[src/rtl/uisc_pkg.sv]
package uisc_pkg;

   // live status word positions
   localparam int LV_RX_TRIG  = 0;
   localparam int LV_RX_EMPTY = 1;
   localparam int LV_RX_FULL  = 2;
   localparam int LV_TX_EMPTY = 3;
   localparam int LV_TX_FULL  = 4;
   localparam int LV_TX_TRIG  = 13;

   // sticky register positions (0..4 mirror the live word)
   localparam int IS_RX_OVR  = 5;
   localparam int IS_FRAME   = 6;
   localparam int IS_PARITY  = 7;
   localparam int IS_TIMEOUT = 8;
   localparam int IS_MODEM   = 9;
   localparam int IS_TX_TRIG = 10;
   localparam int IS_TX_OVR  = 12;

   localparam int IS_W = 13;
   localparam logic [IS_W-1:0] IS_IMPL = 13'h17FF;

   typedef enum logic [2:0] {
      A_ENABLE  = 3'd0,
      A_DISABLE = 3'd1,
      A_MASK    = 3'd2,
      A_STICKY  = 3'd3,
      A_LIVE    = 3'd4,
      A_RXTRIG  = 3'd5,
      A_TXTRIG  = 3'd6
   } reg_addr_e;

   typedef struct packed {
      logic rx_ovr;
      logic frame;
      logic parity;
      logic timeout;
      logic modem;
      logic tx_ovr;
   } evt_s;

endpackage

[src/rtl/uisc_level_flags.sv]
module uisc_level_flags
   import uisc_pkg::*;
#(
   parameter int RX_DEPTH = 64,
   parameter int TX_DEPTH = 64,
   parameter int RX_CNT_W = $clog2(RX_DEPTH + 1),
   parameter int TX_CNT_W = $clog2(TX_DEPTH + 1),
   parameter int REG_W    = 32
) (
   input  logic [RX_CNT_W-1:0] rx_count_i,
   input  logic [TX_CNT_W-1:0] tx_count_i,
   input  logic [RX_CNT_W-1:0] rx_trig_i,
   input  logic [TX_CNT_W-1:0] tx_trig_i,
   output logic [REG_W-1:0]    live_o
);

   localparam logic [RX_CNT_W-1:0] RX_FULL_V = RX_CNT_W'(RX_DEPTH);
   localparam logic [TX_CNT_W-1:0] TX_FULL_V = TX_CNT_W'(TX_DEPTH);

   always_comb begin
      live_o              = '0;
      live_o[LV_RX_TRIG]  = (rx_count_i >= rx_trig_i);
      live_o[LV_RX_EMPTY] = (rx_count_i == '0);
      live_o[LV_RX_FULL]  = (rx_count_i == RX_FULL_V);
      live_o[LV_TX_EMPTY] = (tx_count_i == '0);
      live_o[LV_TX_FULL]  = (tx_count_i == TX_FULL_V);
      live_o[LV_TX_TRIG]  = (tx_count_i >= tx_trig_i);
   end

endmodule

[src/rtl/uisc_bit_bank.sv]
module uisc_bit_bank #(
   parameter int            W    = 13,
   parameter logic [W-1:0]  IMPL = '1
) (
   input  logic         clk,
   input  logic         rst_n,
   input  logic [W-1:0] set_i,
   input  logic [W-1:0] clr_i,
   output logic [W-1:0] q_o
);

   logic [W-1:0] unused_in;

   for (genvar b = 0; b < W; b++) begin : g_bit
      if (IMPL[b]) begin : g_flop
         logic bit_q;
         always_ff @(posedge clk) begin
            if (!rst_n)         bit_q <= 1'b0;
            else if (set_i[b])  bit_q <= 1'b1;
            else if (clr_i[b])  bit_q <= 1'b0;
         end
         assign q_o[b]       = bit_q;
         assign unused_in[b] = 1'b0;
      end else begin : g_tie
         assign q_o[b]       = 1'b0;
         assign unused_in[b] = set_i[b] ^ clr_i[b];
      end
   end

endmodule

[src/rtl/uisc_trig_regs.sv]
module uisc_trig_regs #(
   parameter int RX_CNT_W    = 7,
   parameter int TX_CNT_W    = 7,
   parameter int RX_RST_TRIG = 32,
   parameter int TX_RST_TRIG = 32
) (
   input  logic                clk,
   input  logic                rst_n,
   input  logic                rx_we_i,
   input  logic                tx_we_i,
   input  logic [RX_CNT_W-1:0] rx_wdata_i,
   input  logic [TX_CNT_W-1:0] tx_wdata_i,
   output logic [RX_CNT_W-1:0] rx_trig_o,
   output logic [TX_CNT_W-1:0] tx_trig_o
);

   always_ff @(posedge clk) begin
      if (!rst_n) begin
         rx_trig_o <= RX_CNT_W'(RX_RST_TRIG);
         tx_trig_o <= TX_CNT_W'(TX_RST_TRIG);
      end else begin
         if (rx_we_i) rx_trig_o <= rx_wdata_i;
         if (tx_we_i) tx_trig_o <= tx_wdata_i;
      end
   end

endmodule

[src/rtl/uisc_irq_out.sv]
module uisc_irq_out #(
   parameter int W        = 13,
   parameter bit SYNC_IRQ = 1'b1
) (
   input  logic         clk,
   input  logic         rst_n,
   input  logic [W-1:0] mask_i,
   input  logic [W-1:0] sticky_i,
   output logic         irq_o
);

   logic hit;
   assign hit = |(mask_i & sticky_i);

   if (SYNC_IRQ) begin : g_sync
      logic irq_q;
      always_ff @(posedge clk) begin
         if (!rst_n) irq_q <= 1'b0;
         else        irq_q <= hit;
      end
      assign irq_o = irq_q;
   end else begin : g_comb
      logic unused_clk;
      assign unused_clk = clk ^ rst_n;
      assign irq_o      = hit;
   end

endmodule

[src/rtl/uart_irq_status_ctrl.sv]
module uart_irq_status_ctrl
   import uisc_pkg::*;
#(
   parameter int RX_DEPTH    = 64,
   parameter int TX_DEPTH    = 64,
   parameter int RX_CNT_W    = $clog2(RX_DEPTH + 1),
   parameter int TX_CNT_W    = $clog2(TX_DEPTH + 1),
   parameter int RX_RST_TRIG = 32,
   parameter int TX_RST_TRIG = 32,
   parameter int REG_W       = 32,
   parameter int ADDR_W      = 4,
   parameter bit SYNC_IRQ    = 1'b1
) (
   input  logic                clk,
   input  logic                rst_n,
   input  logic [RX_CNT_W-1:0] rx_count,
   input  logic [TX_CNT_W-1:0] tx_count,
   input  logic                ev_rx_overrun,
   input  logic                ev_frame_err,
   input  logic                ev_parity_err,
   input  logic                ev_rx_timeout,
   input  logic                ev_modem_chg,
   input  logic                ev_tx_overrun,
   input  logic                wr_en,
   input  logic [ADDR_W-1:0]   wr_addr,
   input  logic [REG_W-1:0]    wr_data,
   input  logic [ADDR_W-1:0]   rd_addr,
   output logic [REG_W-1:0]    rd_data,
   output logic [REG_W-1:0]    live_status,
   output logic [REG_W-1:0]    irq_status,
   output logic [REG_W-1:0]    irq_mask,
   output logic                irq
);

   // elaboration-time parameter checks
   if (RX_DEPTH < 1 || TX_DEPTH < 1) begin : g_bad_depth
      $error("uart_irq_status_ctrl: FIFO depths must be at least 1");
   end
   if (RX_CNT_W < $clog2(RX_DEPTH + 1) || TX_CNT_W < $clog2(TX_DEPTH + 1)) begin : g_bad_cntw
      $error("uart_irq_status_ctrl: count width too narrow for depth");
   end
   if (RX_RST_TRIG > RX_DEPTH || TX_RST_TRIG > TX_DEPTH) begin : g_bad_trig
      $error("uart_irq_status_ctrl: reset trigger level exceeds depth");
   end
   if (REG_W < 16 || REG_W < RX_CNT_W || REG_W < TX_CNT_W) begin : g_bad_regw
      $error("uart_irq_status_ctrl: register width too small");
   end
   if (ADDR_W < 3) begin : g_bad_addrw
      $error("uart_irq_status_ctrl: address width below 3");
   end

   localparam logic [ADDR_W-1:0] AD_ENABLE  = ADDR_W'(A_ENABLE);
   localparam logic [ADDR_W-1:0] AD_DISABLE = ADDR_W'(A_DISABLE);
   localparam logic [ADDR_W-1:0] AD_MASK    = ADDR_W'(A_MASK);
   localparam logic [ADDR_W-1:0] AD_STICKY  = ADDR_W'(A_STICKY);
   localparam logic [ADDR_W-1:0] AD_LIVE    = ADDR_W'(A_LIVE);
   localparam logic [ADDR_W-1:0] AD_RXTRIG  = ADDR_W'(A_RXTRIG);
   localparam logic [ADDR_W-1:0] AD_TXTRIG  = ADDR_W'(A_TXTRIG);

   // ------------------------------------------------------------------
   // trigger levels
   // ------------------------------------------------------------------
   logic [RX_CNT_W-1:0] rx_trig;
   logic [TX_CNT_W-1:0] tx_trig;

   uisc_trig_regs #(
      .RX_CNT_W    (RX_CNT_W),
      .TX_CNT_W    (TX_CNT_W),
      .RX_RST_TRIG (RX_RST_TRIG),
      .TX_RST_TRIG (TX_RST_TRIG)
   ) u_trig (
      .clk        (clk),
      .rst_n      (rst_n),
      .rx_we_i    (wr_en && (wr_addr == AD_RXTRIG)),
      .tx_we_i    (wr_en && (wr_addr == AD_TXTRIG)),
      .rx_wdata_i (wr_data[RX_CNT_W-1:0]),
      .tx_wdata_i (wr_data[TX_CNT_W-1:0]),
      .rx_trig_o  (rx_trig),
      .tx_trig_o  (tx_trig)
   );

   // ------------------------------------------------------------------
   // live status word
   // ------------------------------------------------------------------
   logic [REG_W-1:0] live;

   uisc_level_flags #(
      .RX_DEPTH (RX_DEPTH),
      .TX_DEPTH (TX_DEPTH),
      .RX_CNT_W (RX_CNT_W),
      .TX_CNT_W (TX_CNT_W),
      .REG_W    (REG_W)
   ) u_flags (
      .rx_count_i (rx_count),
      .tx_count_i (tx_count),
      .rx_trig_i  (rx_trig),
      .tx_trig_i  (tx_trig),
      .live_o     (live)
   );

   // ------------------------------------------------------------------
   // sticky interrupt status
   // ------------------------------------------------------------------
   evt_s            evt;
   logic [IS_W-1:0] st_set;
   logic [IS_W-1:0] st_clr;
   logic [IS_W-1:0] sticky;

   always_comb begin
      evt.rx_ovr  = ev_rx_overrun;
      evt.frame   = ev_frame_err;
      evt.parity  = ev_parity_err;
      evt.timeout = ev_rx_timeout;
      evt.modem   = ev_modem_chg;
      evt.tx_ovr  = ev_tx_overrun;
   end

   always_comb begin
      st_set             = '0;
      st_set[4:0]        = live[4:0];
      st_set[IS_RX_OVR]  = evt.rx_ovr;
      st_set[IS_FRAME]   = evt.frame;
      st_set[IS_PARITY]  = evt.parity;
      st_set[IS_TIMEOUT] = evt.timeout;
      st_set[IS_MODEM]   = evt.modem;
      st_set[IS_TX_TRIG] = live[LV_TX_TRIG];
      st_set[IS_TX_OVR]  = evt.tx_ovr;
   end

   assign st_clr = (wr_en && (wr_addr == AD_STICKY)) ? wr_data[IS_W-1:0] : '0;

   uisc_bit_bank #(
      .W    (IS_W),
      .IMPL (IS_IMPL)
   ) u_sticky (
      .clk   (clk),
      .rst_n (rst_n),
      .set_i (st_set),
      .clr_i (st_clr),
      .q_o   (sticky)
   );

   // ------------------------------------------------------------------
   // interrupt mask: set and clear through separate addresses
   // ------------------------------------------------------------------
   logic [IS_W-1:0] mk_set;
   logic [IS_W-1:0] mk_clr;
   logic [IS_W-1:0] mask;

   assign mk_set = (wr_en && (wr_addr == AD_ENABLE))  ? wr_data[IS_W-1:0] : '0;
   assign mk_clr = (wr_en && (wr_addr == AD_DISABLE)) ? wr_data[IS_W-1:0] : '0;

   uisc_bit_bank #(
      .W    (IS_W),
      .IMPL (IS_IMPL)
   ) u_mask (
      .clk   (clk),
      .rst_n (rst_n),
      .set_i (mk_set),
      .clr_i (mk_clr),
      .q_o   (mask)
   );

   logic unused_wr_hi;
   assign unused_wr_hi = ^wr_data[REG_W-1:IS_W];

   // ------------------------------------------------------------------
   // interrupt output
   // ------------------------------------------------------------------
   uisc_irq_out #(
      .W        (IS_W),
      .SYNC_IRQ (SYNC_IRQ)
   ) u_irq (
      .clk      (clk),
      .rst_n    (rst_n),
      .mask_i   (mask),
      .sticky_i (sticky),
      .irq_o    (irq)
   );

   // ------------------------------------------------------------------
   // outputs and read port
   // ------------------------------------------------------------------
   assign live_status = live;
   assign irq_status  = REG_W'(sticky);
   assign irq_mask    = REG_W'(mask);

   always_comb begin
      case (rd_addr)
         AD_MASK:   rd_data = REG_W'(mask);
         AD_STICKY: rd_data = REG_W'(sticky);
         AD_LIVE:   rd_data = live;
         AD_RXTRIG: rd_data = REG_W'(rx_trig);
         AD_TXTRIG: rd_data = REG_W'(tx_trig);
         default:   rd_data = '0;
      endcase
   end

endmodule

[config.mk]
export PLATFORM = sky130hd
export DESIGN_NAME = uart_irq_status_ctrl
export DESIGN_NICKNAME = d
export VERILOG_FILES = /design/src/rtl/uisc_pkg.sv /design/src/rtl/uisc_level_flags.sv /design/src/rtl/uisc_bit_bank.sv /design/src/rtl/uisc_trig_regs.sv /design/src/rtl/uisc_irq_out.sv /design/src/rtl/uart_irq_status_ctrl.sv
export SDC_FILE = /design/constraint.sdc
export NUM_CORES = 1
export LEC_CHECK = 0
export BUFFER_PORTS_ARGS = -buffer_cell sky130_fd_sc_hd__buf_4
export CAP_MARGIN = 20
export CORE_ASPECT_RATIO = 1.4
export CORE_MARGIN = 2
export CORE_UTILIZATION = 40
export DETAILED_ROUTE_END_ITERATION = 12
export HOLD_SLACK_MARGIN = 0.06
export PLACE_DENSITY_LB_ADDON = 0.1
export SLEW_MARGIN = 20
export SYNTH_ARGS = -nofsm -noshare
export SYNTH_HDL_FRONTEND = slang
export SYNTH_SLANG_ARGS = --single-unit
[constraint.sdc]
create_clock -name clk -period 1.8 [get_ports clk]
set_clock_uncertainty 0.15 [all_clocks]
set_input_delay 0.36 -clock clk [delete_from_list [all_inputs] [get_ports clk]]
set_output_delay 0.36 -clock clk [all_outputs]
set_load 0.05 [all_outputs]
==> results_dict.tcl, run 1 <==
set metrics [dict create \
    die_w_um 78.6 \
    wl_per_cell_um 13.8 \
    cts_tree "built" \
    first_global_vias 2675 \
    route.detailed.drc 0 \
    path_clk_slew_ns 0.07 \
    grt_antenna_before_repair 0 \
    dpl.hpwl_mm 6.34 \
    place_congestion 0.788 \
    route.met3.wl_um 462 \
    dieArea_mm2 0.00853 \
    critPathArrivalTime_ns 1.78 \
    synth-seq-cells 39 \
    min_to "u_sticky.g_bit[6].g_flop.bit_q" \
    cts_max_level 2 \
    cp_slowest_cell "dfxtp_2" \
    worstHoldPathType "input port to register" \
    status "finished with violations" \
    route.vias.total 2714 \
    syn-cell-area_mm2 0.00312 \
    finalWirelength_mm 8.12 \
    drtIter0Drc 73 \
    clkSinkCount 39 \
    dieHeight_um 109 \
    rsz0062_at_grt "yes" \
    cts-root-buf "clkbuf_8" \
    finalMaxSlewViolations 0 \
    fp-row-count 38 \
    register_area_um2 792 \
    cts_hold_buf 0 \
    grt_max_degree 26 \
    cpPeakStageDelay_ns 0.33 \
    via_per_inst 4.61 \
    dp_slack_ns -0.506 \
    cts_buffers 5 \
    min_period_ns 2.29 \
    holdCritStartpoint "ev_frame_err" \
    drt_first_pass_iters 4 \
    start_util_pct 40.8 \
    worstHoldPathCells 2 \
    r2r_cells 8 \
    overflow 0 \
    synth_top_cell_by_area "buf_4" \
    multi_input_area_mm2 0.00201 \
    clockBufferDepth 2 \
    p_leak_nw 2.05 \
    drive_gt1_share_pct 42.7 \
    setup_ws_ns -0.488 \
    violations "negative setup slack" \
    yosys.area.top_type_share_pct 26.7 \
    final_nets 565 \
    dr.max_layer_used "met4" \
    regToRegSetupSlack_ns 0.12 \
    finalSetupViolations 17 \
    fin_hold_ws_ns 0.128 \
    antenna_cells 0 \
    rr_startpoint "u_trig.rx_trig_o[2]" \
    io_pins 192 \
    crit_type "register to primary output" \
    yosysUniqueCellTypes 44 \
    grtUsageTotal_pct 19.1 \
    r2r_end "u_sticky.g_bit[0].g_flop.bit_q" \
    dr_wl_met2_mm 4.27 \
    place_inst 571 \
    grt_pass1_wl_mm 12.8 \
    drv_cap 0 \
    cp.required_ns 1.29 \
    antenna_left 0 \
    start_kind "register" \
    fillers 713 \
    fin_cells 589 \
    worstPathMaxFanout 2 \
    vdd_drop_max_uv 526 \
    netlist_instances 373 \
    cp_cell_sequence "inv_2, ha_4, a21o_1, a31oi_4, o21ai_4, a221o_1, buf_6" \
    synth.area.top_cells "buf_4 27%, dfxtp_1 25%, ha_1 5.6%" \
    clkLatencyLatePin_ns 0.29 \
    clock.fmax_mhz 437 \
    setup_tns_ns -4.99 \
    final.period_utilization_pct 127 \
    area_growth_pct 39.8 \
    avgSynthCellArea_um2 8.37 \
    power_density_mw_per_mm2 552 \
    ys_warn_count 0 \
    endpoint_kind "primary output" \
    hold_viol 0 \
    yosysSeqAreaShare_pct 25.0 \
    m1WireLength_mm 3.25 \
    core_mm2 0.00765 \
    io_buffer_count 86 \
]
## state kept, by name (all words and copies together), names as in the netlist
signal                       count
u_trig.rx_trig_o                 7
u_irq.irq_o                      1
u_trig.tx_trig_o                 7
u_sticky.g_bit.g_flop.bit_q     12
u_mask.g_bit.g_flop.bit_q       12
## report_power, final
group          leakage [nW]  switching, W  internal, W
combinational          1.69      0.000675     0.000258
sequential            0.320     0.0000264     0.000886
clock                0.0422      0.000290     0.000272
total                  2.05      0.000991      0.00142
## logic make-up after synthesis
logic type | count (synthesis) | share of synthesized area [%]
buffers and inverters | 145 | 31.0
AOI/OAI and AO/OA | 87 | 19.2
and+or+nand+nor | 73 | 14.6
DFF | 39 | 25.0
muxes | 14 | 4.49
adders and majority gates | 14 | 5.61
other | 1 | 0.120
## per-stage QoR
stage / area (um2) / utilization, % / total power [W]
floorplan: 3540 / - / 0.00172
CTS: 4270 / 55.7 / 0.00240
finish: 4360 / 57.0 / 0.00241
global placement: 3830 / 50.0 / 0.00178
global route: 4360 / 57.0 / 0.00252
detailed placement: 3830 / 50.0 / 0.00179
## layout make-up
| class | count | area share [%] |
|---|---|---|
| Clock inverter | 1 | 0.115 |
| Tap cell | 100 | 2.87 |
| Timing Repair Buffer | 142 | 28.8 |
| Sequential cell | 39 | 18.2 |
| Clock buffer | 7 | 1.75 |
| Inverter | 27 | 2.32 |
| Multi-Input combinational cell | 273 | 46.0 |
## how the worst max path moves through the flow
stage                              from         end
finish              u_trig.rx_trig_o[2]  rd_data[0]
global route        u_trig.rx_trig_o[6]  rd_data[0]
CTS                 u_trig.rx_trig_o[2]  rd_data[0]
detailed placement          rx_count[2]  rd_data[0]
global placement            rx_count[2]  rd_data[0]
floorplan                   rx_count[3]  rd_data[1]
## cell usage in the layout, fill, tap and decap left out, drive strengths merged
cell,n
a21boi,12
a21o,2
a21oi,14
a221o,1
a221oi,3
a22o,14
a22oi,6
a31oi,3
and2,3
and2b,1
and3,2
and4bb,1
buf,142
clkbuf,7
clkinv,1
conb,85
dfxtp,39
ha,14
inv,27
mux2i,14
nand2,22
nand2b,4
nand3,6
nand4,4
nor2,13
nor2b,5
nor3,2
nor3b,1
nor4,3
nor4b,2
o211ai,4
o21a,12
o21ai,14
o22ai,2
or3b,1
or4,3
## cells in the mapped netlist, drive strengths merged
cell and count:
nand3 6, a221o 1, a31oi 3, nand2b 4, or4 3, clkbuf 3, dfxtp 39, a221oi 3
a21o 2, mux2i 14, ha 14, and2 3, a22oi 6, and3 2, or3b 1, nor4 3
o22ai 2, nand4 4, nor4b 2, and4bb 1, o211ai 4, o21a 12, o21ai 14, a21boi 12
a21oi 14, a22o 14, conb 1, nor3 2, buf 115, nor2b 5, and2b 1, inv 27
nand2 22, nor2 13, nor3b 1
## what timing repair did
action,4_1_cts,5_1_grt
setup buffers,7,4
pin swaps,14,2
setup endpoints to repair,19,19
resized for setup,70,16
## per-layer routing
| metal | track usage, % | vias up |
|---|---|---|
| met2 | 35.2 | 101 |
| li1 | - | 1315 |
| met3 | 3.26 | 10 |
| met1 | 22.3 | 1288 |
| met5 | 0 | - |
| met4 | 5.51 | 0 |
## critical path, delay by kind of cell (launching register included)
family,cells,cell delay (ns)
adders and majority gates,1,0.22
AOI/OAI and AO/OA,4,0.73
buffers and inverters,2,0.21
DFF,1,0.33
Note: power is estimated with default switching activity, not from simulation.
==> inputs of run 2 (changes only) <==
--- a/config.mk
+++ b/config.mk
@@ -7,9 +7,11 @@
 export LEC_CHECK = 0
 export BUFFER_PORTS_ARGS = -buffer_cell sky130_fd_sc_hd__buf_4
 export CAP_MARGIN = 20
+export CELL_PAD_IN_SITES_DETAIL_PLACEMENT = 1
+export CELL_PAD_IN_SITES_GLOBAL_PLACEMENT = 2
 export CORE_ASPECT_RATIO = 1.4
 export CORE_MARGIN = 2
-export CORE_UTILIZATION = 40
+export CORE_UTILIZATION = 21
 export DETAILED_ROUTE_END_ITERATION = 12
 export HOLD_SLACK_MARGIN = 0.06
 export PLACE_DENSITY_LB_ADDON = 0.1
==> results_dict.tcl, run 2 (same netlist as run 1, synthesis figures left out) <==
set metrics [dict create \
    status "finished with violations" \
    violations "negative setup slack" \
    area_growth_pct 48.6 \
    endpoint_kind "primary output" \
    final_common_cell "buf_4" \
    cp_slowest_cell "dfxtp_2" \
    drive_gt1_share_pct 44.5 \
    path_clk_slew_ns 0.06 \
    final.period_utilization_pct 127 \
    layout_common_cells "121 x buf_4, 85 x conb_1, 30 x dfxtp_1, 21 x inv_1, 21 x nand2_1" \
    vdd_drop_max_uv 321 \
    via_per_inst 4.01 \
    route.vias.total 2766 \
    route.detailed.drc 0 \
    clkSinkCount 39 \
    antenna_cells 0 \
    rsz0062_at_grt "yes" \
    finalSetupViolations 19 \
    final_nets 577 \
    critPathArrivalTime_ns 1.78 \
    cts_tree "built" \
    clockBufferDepth 2 \
    cts_buffers 5 \
    drt_first_pass_iters 4 \
    finalWirelength_mm 10.7 \
    p_leak_nw 2.16 \
    cts_max_level 2 \
    finalMaxSlewViolations 0 \
    cpPeakStageDelay_ns 0.34 \
    worstPathMaxFanout 2 \
    crit_type "register to primary output" \
    core_mm2 0.0145 \
    cts-root-buf "clkbuf_16" \
    drv_cap 0 \
    die_w_um 107 \
    start_kind "register" \
    setup_ws_ns -0.485 \
    clock.fmax_mhz 438 \
    dieArea_mm2 0.0159 \
    overflow 0 \
    io_pins 192 \
    fp-row-count 52 \
    worstHoldPathType "input port to register" \
    power_density_mw_per_mm2 607 \
    wl_per_cell_um 15.5 \
    cts_hold_buf 0 \
    fin_hold_ws_ns 0.135 \
    reg.largest.list "u_mask.g_bit.g_flop.bit_q x12, u_sticky.g_bit.g_flop.bit_q x12" \
    grt_antenna_before_repair 0 \
    hold_viol 0 \
    clkLatencyLatePin_ns 0.28 \
    setup_tns_ns -5.53 \
    dieHeight_um 148 \
    grtUsageTotal_pct 13.5 \
    first_global_vias 2799 \
    dpl.hpwl_mm 8.72 \
    drtIter0Drc 54 \
    grt_pass1_wl_mm 16.3 \
    antenna_left 0 \
    min_period_ns 2.29 \
    cp.required_ns 1.29 \
    start_util_pct 21.5 \
    cp_cell_sequence "inv_2, ha_1, nand4_1, and3_4, o21ai_4, a221o_1, buf_6" \
    place_congestion 0.748 \
    io_buffer_count 86 \
    grt_max_degree 21 \
]
## run 2: cell types whose count changed in the layout (fill, tap and decap cells not counted), moves of 2 or more
cell | before | now
mux2i_2 | 2 | 0
clkbuf_8 | 5 | 2
buf_8 | 12 | 14
mux2i_1 | 12 | 14
buf_4 | 108 | 121
clkbuf_16 | 0 | 5
buf_6 | 20 | 16
## run 2: worst paths after layout
| check | startpoint | end | slack (ns) | depth (start not counted) |
|---|---|---|---|---|
| worst max-delay path | u_trig.rx_trig_o[4] | rd_data[0] | -0.49 | 7 |
| worst max register to register | u_trig.tx_trig_o[2] | u_sticky.g_bit[10].g_flop.bit_q | 0.08 | 9 |
| worst min register to register | u_mask.g_bit[2].g_flop.bit_q | u_mask.g_bit[2].g_flop.bit_q | 0.38 | 2 |
| worst min-delay path | ev_modem_chg | u_sticky.g_bit[9].g_flop.bit_q | 0.13 | 2 |
## run 2: where the power goes
part / internal [W] / switching [W] / leakage [nW]
sequential: 0.000885 / 0.0000284 / 0.320
clock: 0.000590 / 0.000351 / 0.0772
combinational: 0.000271 / 0.000689 / 1.76
## run 2: area by class of cell
cell class	instances	area [um2]
clock buffer	8	156
sequential	39	795
tap	189	236
multi-input combinational	273	1990
inverter	27	101
timing repair buffer	154	1360
fill	1717	9870
## run 2: critical path: cells and delay by family (launching register included)
family / cells / cell delay [ns]
buf+inv: 2 / 0.22
compound gates: 2 / 0.37
flops: 1 / 0.34
fa+ha+maj: 1 / 0.28
simple gates: 2 / 0.28
## run 2: what timing repair did
action / CTS / global route
setup buffers: 7 / 5
resized for setup: 77 / 10
setup endpoints to repair: 20 / 21
pin swaps: 19 / 9
## run 2: metal layers
layer	up-vias	GRT usage, %	wire length (um)
met4	0	3.90	153
met5	-	0	0
met1	1309	15.4	4160
li1	1342	-	-
met2	105	25.5	5890
met3	10	1.88	478
## run 2: per-stage QoR
| stage | instances | cell area [um2] | util (%) | power (W) | setup WS [ns] |
|---|---|---|---|---|---|
| 6_report | 690 | 4640 | 32.0 | 0.00281 | -0.485 |
| 5_1_grt | 690 | 4640 | 32.0 | 0.00295 | -0.554 |
| 4_1_cts | 686 | 4570 | 31.5 | 0.00285 | -0.506 |
| 3_5_place_dp | 671 | 4030 | 27.8 | 0.00182 | -0.554 |
| 3_3_place_gp | 671 | 4030 | 27.8 | 0.00182 | -0.524 |
| 2_1_floorplan | 457 | 3540 | - | 0.00172 | -0.614 |
